`src/rtl/rxfifo_pool.sv`:
```
module rxfifo_pool #(
  parameter int NUM_SLOTS = 8,
  parameter int NUM_DED   = 2,
  parameter int PTR_W     = 4,
  parameter logic [4:0] RX_CODE = 5'b10000,
  localparam int NUM_PROG = NUM_SLOTS - NUM_DED
) (
  input  logic                clk,
  input  logic                rst_n,
  input  logic [NUM_PROG-1:0] slot_is_tx,
  input  logic                wm_one,
  input  logic                accept,
  input  logic                clr_full,
  input  logic [PTR_W-1:0]    clr_slot,
  output logic [NUM_SLOTS-1:0] full_flags,
  output logic [PTR_W-1:0]    wr_ptr,
  output logic [PTR_W-1:0]    rd_ptr,
  output logic [PTR_W-1:0]    depth,
  output logic                empty,
  output logic                rx_irq,
  output logic [4:0]          irq_code,
  output logic                wm_irq,
  output logic                overflow
);
  localparam int IDX_W = $clog2(NUM_SLOTS);

  logic [NUM_PROG-1:0] cfg_q;
  logic [PTR_W-1:0]    used, free_cnt, wr_nxt, rd_nxt;
  logic [IDX_W-1:0]    wr_idx, rd_idx;
  logic                reconfig, do_wr, do_rd;

  always_comb begin
    depth = PTR_W'(NUM_SLOTS);
    for (int i = NUM_PROG - 1; i >= 0; i--)
      if (slot_is_tx[i]) depth = PTR_W'(NUM_DED + i);
  end

  always_comb begin
    used = '0;
    for (int i = 0; i < NUM_SLOTS; i++)
      used = used + PTR_W'(full_flags[i]);
  end

  assign reconfig = cfg_q != slot_is_tx;
  assign wr_idx   = wr_ptr[IDX_W-1:0];
  assign rd_idx   = rd_ptr[IDX_W-1:0];
  assign wr_nxt   = (wr_ptr == depth - PTR_W'(1)) ? '0 : wr_ptr + PTR_W'(1);
  assign rd_nxt   = (rd_ptr == depth - PTR_W'(1)) ? '0 : rd_ptr + PTR_W'(1);
  assign do_wr    = accept && !full_flags[wr_idx];
  assign do_rd    = clr_full && (clr_slot == rd_ptr) && full_flags[rd_idx];
  assign free_cnt = depth - used;

  assign empty    = !full_flags[rd_idx];
  assign rx_irq   = !empty;
  assign irq_code = rx_irq ? RX_CODE : 5'b00000;
  assign wm_irq   = (used != '0) &&
                    (free_cnt <= (wm_one ? PTR_W'(1) : PTR_W'(4)));

  always_ff @(posedge clk) begin
    if (!rst_n) begin
      cfg_q      <= '0;
      full_flags <= '0;
      wr_ptr     <= '0;
      rd_ptr     <= '0;
      overflow   <= 1'b0;
    end else if (reconfig) begin
      cfg_q      <= slot_is_tx;
      full_flags <= '0;
      wr_ptr     <= '0;
      rd_ptr     <= '0;
      overflow   <= 1'b0;
    end else begin
      if (do_wr) begin
        full_flags[wr_idx] <= 1'b1;
        wr_ptr             <= wr_nxt;
      end
      if (do_rd) begin
        full_flags[rd_idx] <= 1'b0;
        rd_ptr             <= rd_nxt;
      end
      if (accept && !do_wr) overflow <= 1'b1;
    end
  end
endmodule

```
`config.mk`:
```
export PLATFORM = sky130hd
export DESIGN_NAME = rxfifo_pool
export DESIGN_NICKNAME = d
export VERILOG_FILES = /design/src/rtl/rxfifo_pool.sv
export SDC_FILE = /design/constraint.sdc
export NUM_CORES = 1
export LEC_CHECK = 0
export BUFFER_PORTS_ARGS = -buffer_cell sky130_fd_sc_hd__buf_2
export CELL_PAD_IN_SITES_DETAIL_PLACEMENT = 0
export CELL_PAD_IN_SITES_GLOBAL_PLACEMENT = 1
export CORE_MARGIN = 3
export CORE_UTILIZATION = 44
export CTS_BUF_LIST = sky130_fd_sc_hd__clkbuf_8
export DETAILED_ROUTE_END_ITERATION = 16
export GPL_ROUTABILITY_DRIVEN = 0
export PLACE_DENSITY_LB_ADDON = 0.1
export SLEW_MARGIN = 20
export SYNTH_ARGS = -nofsm -noshare
export SYNTH_HDL_FRONTEND = slang
export SYNTH_SLANG_ARGS = --single-unit
```
`constraint.sdc`:
```
create_clock -name clk -period 6.51 [get_ports clk]
set_clock_uncertainty 0.15 [all_clocks]
set_input_delay 0.651 -clock clk [delete_from_list [all_inputs] [get_ports clk]]
set_output_delay 0.651 -clock clk [all_outputs]
set_load 0.01 [all_outputs]
```
==> metrics.yaml <==
global_routing:
  grt_pass1_wl_um: 6844
  antenna_found_initial: 0
  grt_overflow_total: 0
  grt_usage_pct: 16.74
  grt_max_degree: 18
  grt_pass1_vias: 1473
pwr:
  p_switching_w: 0.00007179
  finalPower_w: 0.0002752
  power_frac_seq_pct: 52.2
  p_int_w: 0.0002034
  p_per_area_nw_per_um2: 135.3
  leakage_nw: 0.8520
  pwr-share-comb_pct: 14.4
  p_sw_share_pct: 26.09
  ir_drop_v: 0.00008674
  clockPowerShare_pct: 33.4
placement:
  port_buffers: 39
  place_hpwl_um: 3165
  placed_cells: 283
floorplanning:
  die_area_sq_um: 4873
  pin_count: 44
  core-area_sq_um: 3799
  rows: 22
  start_util_pct: 47.17
  fp.dieW_um: 69.81
  die_h_um: 69.81
final_layout:
  syn_to_final_growth_pct: 13.55
  diodes: 0
  finalNonFillerCells: 287
  fin_nets: 271
  final_layout_size_suffix_gt1_share_pct: 22.18
  fillers: 362
timing:
  worst_pin_slew_ns: 0.6450
  fmax_mhz: 186.8
  hold_viol_final: 0
  setup_viol: 0
  slew_headroom_pct: 56.94
  rsz0062_at_grt: "false"
  final_max_slew_viol_count: 0
  fin_crit_ns: 5.354
  period_share_pct: 82.24
  setup_tns_ns: 0
clock_network:
  ctsLongestPathBuffers: 2
  cts-buffers-inserted: 3
  cts.clk_slew.worst_paths_ns: 0.09
  clock-root-buffer: "clkbuf_8"
  cts_tree: "yes"
  cts_setup_buffers: 0
  cts_hold_buf: 0
  cts.sinks: 23
  htree_levels: 1
  worst_skew_pair.late_latency_ns: 0.27
  cts_resized: 0
route:
  post_drt_via_cell_ratio: 5.376
  ant_nets: 0
  drc: 0
  dr_total_vias: 1543
  totalWireLength_um: 4062
  firstDrtPassIters: 4
  wire_per_inst_um: 14.15
  drt_iter0_drc: 118
worst_hold_path:
  hold_depth: 2
  hp-class: "register to register"
  whs_endpoint: "overflow$_SDFFE_PP0P_"
  min-delay-start: "overflow$_SDFFE_PP0P_"
logic_synthesis:
  async_flop_share_pct: 0
  yosysWarnings: 0
  synth_ff_type: "dfxtp_1"
  synth_edf_count: 0
  synthCells: 206
  synth_seq_cells: 23
  ys_types: 48
  synth-seq-area-share_pct: 25.70
  synthTopCellsByCount: "23 x dfxtp_1, 18 x inv_1, 13 x a21oi_1, 13 x nor2_1, 12 x xnor2_1"
  syn-cell-area_sq_um: 1792
  synth_top_area_share_pct: 25.70
  syn_avg_cell_area_sq_um: 8.698
  yosysMostFrequentCell: "dfxtp_1"
  synth_largest_area_cell: "dfxtp_1"
  yosys-top-cells-area: "dfxtp_1 26%, ha_1 7.7%, xnor2_1 5.9%, fa_1 5.6%, mux2i_1 3.9%"
critical_path:
  r2r_slack_ns: 3.79
  worst-endpoint-required_ns: 5.71
  path_class: "register to primary output"
  arrival_ns: 4.55
  reg2reg_depth: 9
  r2r-end: "rd_ptr[3]$_SDFFE_PP0P_"
  r2r_start: "rd_ptr[0]$_SDFFE_PP0P_"
  cp_max_fo: 5
  start_kind: "register"
  endpoint_kind: "primary output"
run_status:
  status: "finished, final reports clean"
run:
  max-cap-violations: 0
## worst max-delay path, cell delays in order, from the launching register on
cell	delay, ns
dfxtp_1	0.42
inv_1	0.09
fa_1	0.56
fa_1	0.43
fa_1	0.49
inv_1	0.04
ha_1	0.20
fa_1	0.51
inv_1	0.08
fa_1	0.43
xor2_1	0.17
ha_1	0.29
a22oi_1	0.19
o22ai_1	0.10
and2_1	0.15
buf_2	0.13
## registers in the layout, indices dropped and copies added, names as in the netlist
register,count
cfg_q,6
full_flags,8
overflow,1
rd_ptr,4
wr_ptr,4
## worst max-delay path by stage
stage,cells after the start,slack (ns),from,endpoint
final,15,1.16,full_flags[0]$_SDFF_PP0_,wm_irq
after floorplan,14,1.68,full_flags[0]$_SDFF_PP0_,wm_irq
after detailed placement,15,1.47,full_flags[0]$_SDFF_PP0_,wm_irq
after global routing,15,0.97,full_flags[0]$_SDFF_PP0_,wm_irq
after global placement,15,1.55,full_flags[0]$_SDFF_PP0_,wm_irq
after CTS,15,1.14,full_flags[0]$_SDFF_PP0_,wm_irq
## cell families (layout without fill, tap and decap cells)
logic type	count (synthesis)	after routing	share of synthesized area, %
AO/OA/AOI/OAI	36	36	14.74
XOR/XNOR	20	20	11.31
adder cells (fa/ha/maj)	16	16	13.27
buffers and inverters	34	64	8.310
flip-flops	23	23	25.70
multiplexers	7	7	3.911
other	1	4	0.2093
AND/OR/NAND/NOR	69	69	22.56
## power groups by stage
stage	clock network [W]	logic [W]	registers, W
final	0.0000920	0.0000396	0.000144
after global routing	0.0000972	0.0000446	0.000144
after CTS	0.0000955	0.0000401	0.000144
after detailed placement	0	0.0000399	0.000147
after global placement	0	0.0000388	0.000147
after floorplan	0	0.0000284	0.000147
## routing by layer
metal  share of wire (%)  wire length, um  track usage (%)  vias up
li1                    -                -                -      775
met1                  47             1915            22.39      733
met2                  48             1953            28.75       33
met3                 4.5              182            3.623        2
met4                0.25               10            1.277        0
met5                   0                0                0        -
## area by class of cell
cell class              instances  area, sq um  area share (%)
clock buffers                   3        41.29           2.030
clock inverters                 1        5.005          0.2460
inverters                      21        78.83           3.875
multi-input cells             152         1194           58.67
flip-flops and latches         23        460.4           22.63
well taps                      48        60.06           2.952
repair buffers                 39        195.2           9.594
## through the flow
stage / setup WS, ns / utilization, % / instance area, sq um / hold WS (ns)
4_1_cts: 1.136 / 53.56 / 2034 / 0.3315
5_1_grt: 0.9714 / 53.56 / 2034 / 0.3398
3_3_place_gp: 1.553 / 52.34 / 1988 / 0.2918
3_5_place_dp: 1.465 / 52.34 / 1988 / 0.3054
6_report: 1.156 / 53.56 / 2034 / 0.3263
2_1_floorplan: 1.678 / - / 1803 / 0.3522
## cells in the final DEF (no fill, tap or decap), types with 5 or more instances in the layout
cell type and instances:
buf_2 39, inv_1 18, dfxtp_1 23, nand3_1 8
fa_1 5, and2_1 9, ha_1 11, a21oi_1 13
xor2_1 6, xnor2_1 12, mux2i_1 7, nor2_1 13
nand2_1 10
Power figures use the tool's default switching activity.
